## src/rtl/idu_pkg.sv

```systemverilog
package idu_pkg;

    typedef enum logic [2:0] {
        TGT_NULL = 3'd0,
        TGT_PTR0 = 3'd1,
        TGT_PTR1 = 3'd2,
        TGT_ACC  = 3'd3,
        TGT_DATA = 3'd4,
        TGT_DISP = 3'd5
    } tgt_e;

    localparam int VIRT0_LOC = 0;
    localparam int PTR0_LOC  = 1;
    localparam int VIRT1_LOC = 2;
    localparam int PTR1_LOC  = 3;
    localparam int ACC_LOC   = 5;

endpackage

```

## src/rtl/idu_decode.sv

```systemverilog
module idu_decode
    import idu_pkg::*;
#(
    parameter int ADDR_W = 7
) (
    input  logic [ADDR_W-1:0] addr,
    input  logic [ADDR_W-1:0] ptr0_lo,
    input  logic [ADDR_W-1:0] ptr1_lo,
    input  logic              disp_sel,
    output tgt_e              tgt,
    output logic [ADDR_W-1:0] eff
);
    localparam logic [ADDR_W-1:0] V0 = ADDR_W'(VIRT0_LOC);
    localparam logic [ADDR_W-1:0] V1 = ADDR_W'(VIRT1_LOC);
    localparam logic [ADDR_W-1:0] P0 = ADDR_W'(PTR0_LOC);
    localparam logic [ADDR_W-1:0] P1 = ADDR_W'(PTR1_LOC);
    localparam logic [ADDR_W-1:0] AC = ADDR_W'(ACC_LOC);

    logic to_disp;

    always_comb begin
        eff     = addr;
        to_disp = 1'b0;
        if (addr == V0) begin
            eff = ptr0_lo;
        end else if (addr == V1) begin
            eff     = ptr1_lo;
            to_disp = disp_sel;
        end

        if (to_disp) begin
            tgt = TGT_DISP;
        end else if (eff == V0 || eff == V1) begin
            tgt = TGT_NULL;
        end else if (eff == P0) begin
            tgt = TGT_PTR0;
        end else if (eff == P1) begin
            tgt = TGT_PTR1;
        end else if (eff == AC) begin
            tgt = TGT_ACC;
        end else begin
            tgt = TGT_DATA;
        end
    end
endmodule

```

## src/rtl/idu_regs.sv

```systemverilog
module idu_regs
    import idu_pkg::*;
#(
    parameter int DATA_W = 8,
    parameter int ADDR_W = DATA_W - 1
) (
    input  logic              clk,
    input  logic              rst_n,
    input  logic              wr_en,
    input  tgt_e              tgt,
    input  logic [DATA_W-1:0] wdata,
    output logic [ADDR_W-1:0] ptr0_lo,
    output logic [ADDR_W-1:0] ptr1_lo,
    output logic [DATA_W-1:0] acc
);
    typedef struct packed {
        logic [ADDR_W-1:0] ptr0;
        logic [ADDR_W-1:0] ptr1;
        logic [DATA_W-1:0] acc;
    } state_t;

    state_t st_d, st_q;

    always_comb begin
        st_d = st_q;
        if (wr_en) begin
            case (tgt)
                TGT_PTR0: st_d.ptr0 = wdata[ADDR_W-1:0];
                TGT_PTR1: st_d.ptr1 = wdata[ADDR_W-1:0];
                TGT_ACC:  st_d.acc  = wdata;
                default:  st_d      = st_q;
            endcase
        end
    end

    always_ff @(posedge clk or negedge rst_n) begin
        if (!rst_n) st_q <= '0;
        else        st_q <= st_d;
    end

    assign ptr0_lo = st_q.ptr0;
    assign ptr1_lo = st_q.ptr1;
    assign acc     = st_q.acc;

    AST_IDLE_HOLDS: assert property (@(posedge clk) disable iff (!rst_n)
        !wr_en |=> ($stable(ptr0_lo) && $stable(ptr1_lo) && $stable(acc)));
    AST_NULL_NO_STATE: assert property (@(posedge clk) disable iff (!rst_n)
        (tgt == TGT_NULL) |=> ($stable(ptr0_lo) && $stable(ptr1_lo) && $stable(acc)));
endmodule

```

## src/rtl/indirect_mem_unit.sv

```systemverilog
module indirect_mem_unit
    import idu_pkg::*;
#(
    parameter int DATA_W  = 8,
    parameter int DISP_AW = 7
) (
    input  logic               clk,
    input  logic               rst_n,
    input  logic [DATA_W-2:0]  cpu_addr,
    input  logic [DATA_W-1:0]  cpu_wdata,
    input  logic               cpu_wr,
    input  logic               cpu_rd,
    output logic [DATA_W-1:0]  cpu_rdata,
    input  logic               disp_sel,
    output logic [DATA_W-1:0]  acc,
    output logic [DATA_W-2:0]  dram_addr,
    output logic [DATA_W-1:0]  dram_wdata,
    output logic               dram_we,
    output logic               dram_re,
    input  logic [DATA_W-1:0]  dram_rdata,
    output logic [DISP_AW-1:0] lram_addr,
    output logic [DATA_W-1:0]  lram_wdata,
    output logic               lram_we,
    output logic               lram_re,
    input  logic [DATA_W-1:0]  lram_rdata
);
    localparam int ADDR_W = DATA_W - 1;

    tgt_e              tgt;
    logic [ADDR_W-1:0] eff;
    logic [ADDR_W-1:0] ptr0_lo, ptr1_lo;
    logic [DATA_W-1:0] rd_mux;
    logic              rd_only;

    idu_decode #(.ADDR_W(ADDR_W)) u_dec (
        .addr    (cpu_addr),
        .ptr0_lo (ptr0_lo),
        .ptr1_lo (ptr1_lo),
        .disp_sel(disp_sel),
        .tgt     (tgt),
        .eff     (eff)
    );

    idu_regs #(.DATA_W(DATA_W), .ADDR_W(ADDR_W)) u_regs (
        .clk    (clk),
        .rst_n  (rst_n),
        .wr_en  (cpu_wr),
        .tgt    (tgt),
        .wdata  (cpu_wdata),
        .ptr0_lo(ptr0_lo),
        .ptr1_lo(ptr1_lo),
        .acc    (acc)
    );

    assign rd_only = cpu_rd && !cpu_wr;

    always_comb begin
        case (tgt)
            TGT_PTR0: rd_mux = {1'b1, ptr0_lo};
            TGT_PTR1: rd_mux = {1'b1, ptr1_lo};
            TGT_ACC:  rd_mux = acc;
            TGT_DATA: rd_mux = dram_rdata;
            TGT_DISP: rd_mux = lram_rdata;
            default:  rd_mux = '0;
        endcase
        cpu_rdata  = cpu_rd ? rd_mux : '0;
        dram_addr  = eff;
        dram_wdata = cpu_wdata;
        dram_we    = cpu_wr  && (tgt == TGT_DATA);
        dram_re    = rd_only && (tgt == TGT_DATA);
        lram_addr  = eff[DISP_AW-1:0];
        lram_wdata = cpu_wdata;
        lram_we    = cpu_wr  && (tgt == TGT_DISP);
        lram_re    = rd_only && (tgt == TGT_DISP);
    end

    AST_ONE_STROBE: assert property (@(posedge clk) disable iff (!rst_n)
        $onehot0({dram_we, dram_re, lram_we, lram_re}));
    AST_DISP_GATED: assert property (@(posedge clk) disable iff (!rst_n)
        (lram_we || lram_re) |-> (disp_sel && cpu_addr == ADDR_W'(VIRT1_LOC)));
    AST_PTR_MSB: assert property (@(posedge clk) disable iff (!rst_n)
        (cpu_rd && (cpu_addr == ADDR_W'(PTR0_LOC) || cpu_addr == ADDR_W'(PTR1_LOC)))
        |-> cpu_rdata[DATA_W-1]);
    AST_NULL_READ: assert property (@(posedge clk) disable iff (!rst_n)
        (cpu_rd && cpu_addr == ADDR_W'(VIRT0_LOC) && ptr0_lo == ADDR_W'(VIRT0_LOC))
        |-> (cpu_rdata == '0));
    AST_NULL_NO_WRITE: assert property (@(posedge clk) disable iff (!rst_n)
        (cpu_addr == ADDR_W'(VIRT0_LOC) && ptr0_lo == ADDR_W'(VIRT1_LOC))
        |-> (!dram_we && !lram_we));
    AST_ACC_WRITE: assert property (@(posedge clk) disable iff (!rst_n)
        (cpu_wr && cpu_addr == ADDR_W'(ACC_LOC)) |=> (acc == $past(cpu_wdata)));
endmodule

```

## config.mk

```make
export PLATFORM = sky130hd
export DESIGN_NAME = indirect_mem_unit
export DESIGN_NICKNAME = d
export VERILOG_FILES = /design/src/rtl/idu_pkg.sv /design/src/rtl/idu_decode.sv /design/src/rtl/idu_regs.sv /design/src/rtl/indirect_mem_unit.sv
export SDC_FILE = /design/constraint.sdc
export NUM_CORES = 1
export LEC_CHECK = 0
export ABC_CLOCK_PERIOD_IN_PS = 2500
export BUFFER_PORTS_ARGS = -buffer_cell sky130_fd_sc_hd__buf_2
export CORE_AREA = 2 2 73 75
export CTS_BUF_LIST = sky130_fd_sc_hd__clkbuf_16
export DETAILED_ROUTE_END_ITERATION = 7
export DIE_AREA = 0 0 75 77
export PLACE_DENSITY = 0.63
export SYNTH_ARGS = -nofsm -noshare
export SYNTH_HDL_FRONTEND = slang
export SYNTH_SLANG_ARGS = --single-unit
```

## constraint.sdc

```tcl
create_clock -name clk -period 2.5 [get_ports clk]
set_input_delay 0.125 -clock clk [delete_from_list [all_inputs] [get_ports clk]]
set_output_delay 0.125 -clock clk [all_outputs]
set_load 0.02 [all_outputs]
```

======== After elaboration in Yosys (flattened, before gate mapping) ========
Cells that the tools add are included.
word-level totals
  register bits after elaboration ......... 22
  bits of input ports ..................... 36
  output and inout port bits .............. 50
  logic and storage cells ................. 36
operators by class
  eq/ne operators ......................... 10
  multiplexer cells ....................... 11
  reduce and logical (&&, ||, !) cells .... 12
operators by type and width
  operator                                                                number
  8-bit one-hot mux with 5 select lines                                   1
  7-bit by 2-bit equality test with 1-bit output (second input constant)  3
  3-bit two-way mux                                                       5
  7-bit logical NOT                                                       2
  7-bit two-way mux                                                       2
  8-bit two-way mux                                                       1
  7-bit by 1-bit equality test with 1-bit output (second input constant)  1
  7-bit by 3-bit equality test with 1-bit output (second input constant)  1
  3-bit by 2-bit equality test with 1-bit output (second input constant)  2
  3-bit equality test (second input constant)                             2
  2-bit AND reduction                                                     3
  1-bit logical AND                                                       5
  3-bit by 1-bit equality test with 1-bit output (second input constant)  1
  1-bit two-way mux                                                       2
  1-bit logical NOT                                                       1
  1-bit logical OR                                                        1

======== Depth between registers and ports, before layout ========
  depth in word-level cells ............... 12
  mapped depth ............................ 9
  mapped depth without buffers ............ 7

======== Cells and area by module ========
From an unflattened synthesis, not the netlist that was laid out.
unflattened totals
  cell total of the unflattened synthesis .. 178
  area total of the unflattened synthesis .. 1,906.8 um^2
by module, submodules not included
  module             instances  cells each  area each (um^2)
  idu_regs           1          49          913.4
  indirect_mem_unit  1          86          661.9
  idu_decode         1          43          331.6

======== Worst setup path before layout ========
No wires, ideal clock.
  path type ............................... input port to output port
  start ................................... input port cpu_addr[6]
  end ..................................... output port cpu_rdata[7]
  data arrival time ....................... 2.278 ns
  required time ........................... 2.375 ns
  path slack .............................. 0.097 ns
  cell stages on the path ................. 7
  cell sequence ........................... or4_4 o31ai_4 and2_1 buf_2 a21boi_2 o21ai_0 a31oi_1
on the way
  longest elaborated chain between the ends .. 12
  elaborated cells on any way between the ends .. 24
  classes of those cells .................. eq/ne (10); mux (11); reduce/logical (3)
ends and longest elaborated chain
  element                                            line                     RTL
  start, declared                                    indirect_mem_unit.sv:9   input logic [DATA_W-2:0] cpu_addr,
  7-bit by 2-bit equality test with 1-bit output     idu_decode.sv:26         end else if (addr == V1) begin
  7-bit two-way mux                                  idu_decode.sv:26
  7-bit two-way mux *                                idu_decode.sv:24         if (addr == V0) begin
  via dram_addr[2]                                   indirect_mem_unit.sv:16  output logic [DATA_W-2:0] dram_addr,
  7-bit by 3-bit equality test with 1-bit output     idu_decode.sv:39         end else if (eff == AC) begin
  3-bit two-way mux                                  idu_decode.sv:39
  3-bit two-way mux                                  idu_decode.sv:37         end else if (eff == P1) begin
  3-bit two-way mux                                  idu_decode.sv:35         end else if (eff == P0) begin
  3-bit two-way mux *                                idu_decode.sv:33         end else if (eff == V0 || eff == V1) begin
  3-bit two-way mux *                                idu_decode.sv:31         if (to_disp) begin
  3-bit equality test, or another cell as far along  indirect_mem_unit.sv:58  case (tgt)
  8-bit one-hot mux with 5 select lines *            indirect_mem_unit.sv:58
  8-bit two-way mux *                                indirect_mem_unit.sv:66  cpu_rdata = cpu_rd ? rd_mux : '0;
  end, declared                                      indirect_mem_unit.sv:13  output logic [DATA_W-1:0] cpu_rdata,
The timed path passes the listed nets; every way through them passes the cells marked *.

======== Final worst setup path ========
  start ................................... register u_regs.st_q, in the netlist u_regs.ptr1_lo[6]
  end ..................................... output port cpu_rdata[4]
on the way
  longest elaborated chain between the ends .. 11
  elaborated cells on any way between the ends .. 20
  classes of those cells .................. eq/ne (9); mux (9); reduce/logical (2)
ends and longest elaborated chain
  element                                            line                     RTL
  start, declared                                    idu_regs.sv:22           state_t st_d, st_q;
  start signal, assigned                             idu_regs.sv:38           else st_q <= st_d;
  7-bit two-way mux *                                idu_decode.sv:26
  7-bit two-way mux *                                idu_decode.sv:24
  7-bit by 3-bit equality test with 1-bit output     idu_decode.sv:39
  3-bit two-way mux                                  idu_decode.sv:39
  3-bit two-way mux                                  idu_decode.sv:37
  3-bit two-way mux                                  idu_decode.sv:35
  3-bit two-way mux *                                idu_decode.sv:33
  3-bit two-way mux *                                idu_decode.sv:31
  3-bit equality test, or another cell as far along  indirect_mem_unit.sv:58
  8-bit one-hot mux with 5 select lines *            indirect_mem_unit.sv:58
  8-bit two-way mux *                                indirect_mem_unit.sv:66
Mark *: on every way between the ends. The rest lies on a longest branch, timed or not.

==> impl_metrics.json <==
{
  "die_h_um": 77,
  "critPathBufInv": 2,
  "root_buffer": "clkbuf_16",
  "area_growth_pct": 37.9,
  "period_share_pct": 97.7,
  "track_usage_pct": 17.6,
  "critPathSlowestCell": "dfrtp_1",
  "dr.first_iter.drc_count": 59,
  "ant_nets": 0,
  "arrival_ns": 2.32,
  "cts_max_path_buffers": 2,
  "start_kind": "flip-flop",
  "leakage_uw": 0.00119,
  "clock-sinks": 22,
  "firstDrtPassIters": 4,
  "nets": 296,
  "yosys_warnings": 0,
  "ys.flop_type": "dfrtp_1",
  "cp_top_family": "compound AO/OA/AOI/OAI gates",
  "finalSetupViolCount": 0,
  "worst-endpoint-required_ns": 2.38,
  "die_area_um2": 5780,
  "fillers": 482,
  "path_cells": "mux2i_2 -> o22ai_1 -> a2111oi_2 -> buf_4 -> and4_4 -> nand2_1 -> a31oi_2 -> buf_4",
  "cts_buffers": 3,
  "cpMostUsedCell": "buf_4",
  "clk_pin_slew_ns": 0.06,
  "grt_pass1_wl_um": 7730,
  "antenna_cells": 0,
  "first_global_vias": 1526,
  "cellPowerDensity_nw_per_um2": 500,
  "cpPeakStageDelay_ns": 0.42,
  "worstSetupPathType": "reg -> out",
  "max_freq_ghz": 0.410,
  "wl_um": 5270,
  "worst_setup_path_end_kind": "primary output",
  "hpwl_um": 4100,
  "wl_per_cell_um": 16.0,
  "crit_fanout": 8,
  "rows": 26,
  "hold_ws_ns": 0.130,
  "fin_crit_ns": 2.44,
  "clkLatencyLatePin_ns": 0.26,
  "placed_cells": 322,
  "use_met1_pct": 23.4,
  "synthCells": 179,
  "gr-total-overflow": 0,
  "top_usage_layer": "met2",
  "syn_area_um2": 1690,
  "synth.avg_cell_area_um2": 9.46,
  "tightest_slew_ns": 0.495,
  "synth_nets": 215,
  "drc_errors": 0,
  "start_util_pct": 34.0,
  "relSlewSlack_pct": 67.0,
  "die_w_um": 75,
  "peakVddDrop_uv": 456,
  "coreArea_um2": 4980,
  "via_count": 1640,
  "synth_cell_types": 37,
  "ios": 86,
  "met2_usage_pct": 28.9,
  "antenna_found_initial": 0,
  "grt_max_degree": 23,
  "async_flop_share_pct": 100,
  "drive_gt1_share_pct": 58.7,
  "h-tree-depth": 1,
  "hp-class": "in -> reg",
  "synth_edf_count": 0,
  "place_congestion": 0.907,
  "synth-seq-cells": 22,
  "cts_tree": "yes",
  "power.total_uw": 1170,
  "slew_violations": 0,
  "hold_viol": 0,
  "via_per_inst": 4.98,
  "yosysSeqAreaShare_pct": 32.5,
  "rsz0062_at_grt": "true",
  "io_buffers": 85,
  "use_met3_pct": 3.15,
  "skew_ns": 0.00402,
  "status": "finished, final reports clean",
  "instances_no_fill": 329,
  "cap_violations": 0
}
registers in the layout, indices dropped and copies added, names as in the netlist:
| signal | cells |
|---|---|
| u_regs.acc | 8 |
| u_regs.ptr0_lo | 7 |
| u_regs.ptr1_lo | 7 |
placed cells by master, fill, tap and decap left out, types with 3 or more instances in the layout:
cell type / synthesis / final
nand2_1: 21 / 21
mux2_2: 22 / 22
buf_4: 24 / 24
buf_2: 2 / 79
nor2_1: 17 / 17
a21o_1: 4 / 4
a22o_1: 7 / 7
a31oi_1: 6 / 4
inv_1: 5 / 5
or2_2: 4 / 4
a221oi_1: 7 / 5
dfrtp_1: 22 / 22
mux2i_1: 6 / 4
clkbuf_16: 0 / 3
Yosys cell counts, types with 3 or more instances:
cell type,count,area share [%]
buf_4,24,11
dfrtp_1,22,33
mux2_2,22,15
nand2_1,21,4.7
nor2_1,17,3.8
a221oi_1,7,3.6
a22o_1,7,3.6
a31oi_1,6,2.2
mux2i_1,6,3.5
inv_1,5,1.1
a21o_1,4,1.8
or2_2,4,1.5
nor4_1,3,1.1
worst paths after layout:
check                                  start           endpoint  slack (ns)  cells after the start
max                        u_regs.ptr1_lo[6]       cpu_rdata[4]        0.06                      8
min                             cpu_wdata[7]      u_regs.acc[7]        0.13                      2
max reg2reg                u_regs.ptr1_lo[6]  u_regs.ptr0_lo[1]        0.25                      8
min reg2reg                    u_regs.acc[0]      u_regs.acc[0]        0.53                      1
max in group asynchronous              rst_n      u_regs.acc[1]        1.80                      2
min in group asynchronous              rst_n      u_regs.acc[4]        0.36                      2
routing by layer:
layer  vias to the layer above  wire length [um]
met3                         9               340
met2                        60              2560
met5                         -                 0
met1                       778              2270
li1                        793                 -
met4                         0                99
cells by family after synthesis:
logic type	after synthesis	share of synthesized area, %
compound gates	37	18.8
buf+inv	34	13.1
flops	22	32.5
mux	28	18.2
simple gates	58	17.4
report_power, final:
group,internal [uW],switching (uW),total (uW)
registers,386,28.0,414
clock network,318,129,447
logic,130,177,307
layout make-up:
cell class                 instances  area (um2)  share of cell area, %
timing repair buffer             105         606                   25.9
multi-input combinational        123         967                   41.4
sequential                        22         551                   23.6
clock buffer                       3        75.1                   3.22
clock inverter                     1        30.0                   1.29
inverter                           5        18.8                  0.804
tap                               70        87.6                   3.75
per-stage QoR:
step / worst slack [ns] / util, % / setup TNS, ns / cell area, um2
3_3_place_gp: 0.116 / 43.1 / 0 / 2140
6_report: 0.0580 / 46.9 / 0 / 2330
5_1_grt: -0.0486 / 46.9 / -0.172 / 2330
2_1_floorplan: 0.0968 / - / 0 / 1690
4_1_cts: 0.00000289 / 45.5 / 0 / 2270
3_5_place_dp: 0.117 / 43.1 / 0 / 2140
what timing repair did:
item	in CTS	in global routing
endpoints found under the hold margin	22	0
buffers inserted	0	2
gates resized for setup	4	13
pin swaps	0	7
hold buffers	1	0
setup endpoints to repair	7	8
No activity file was read; power rests on OpenSTA's default activity.
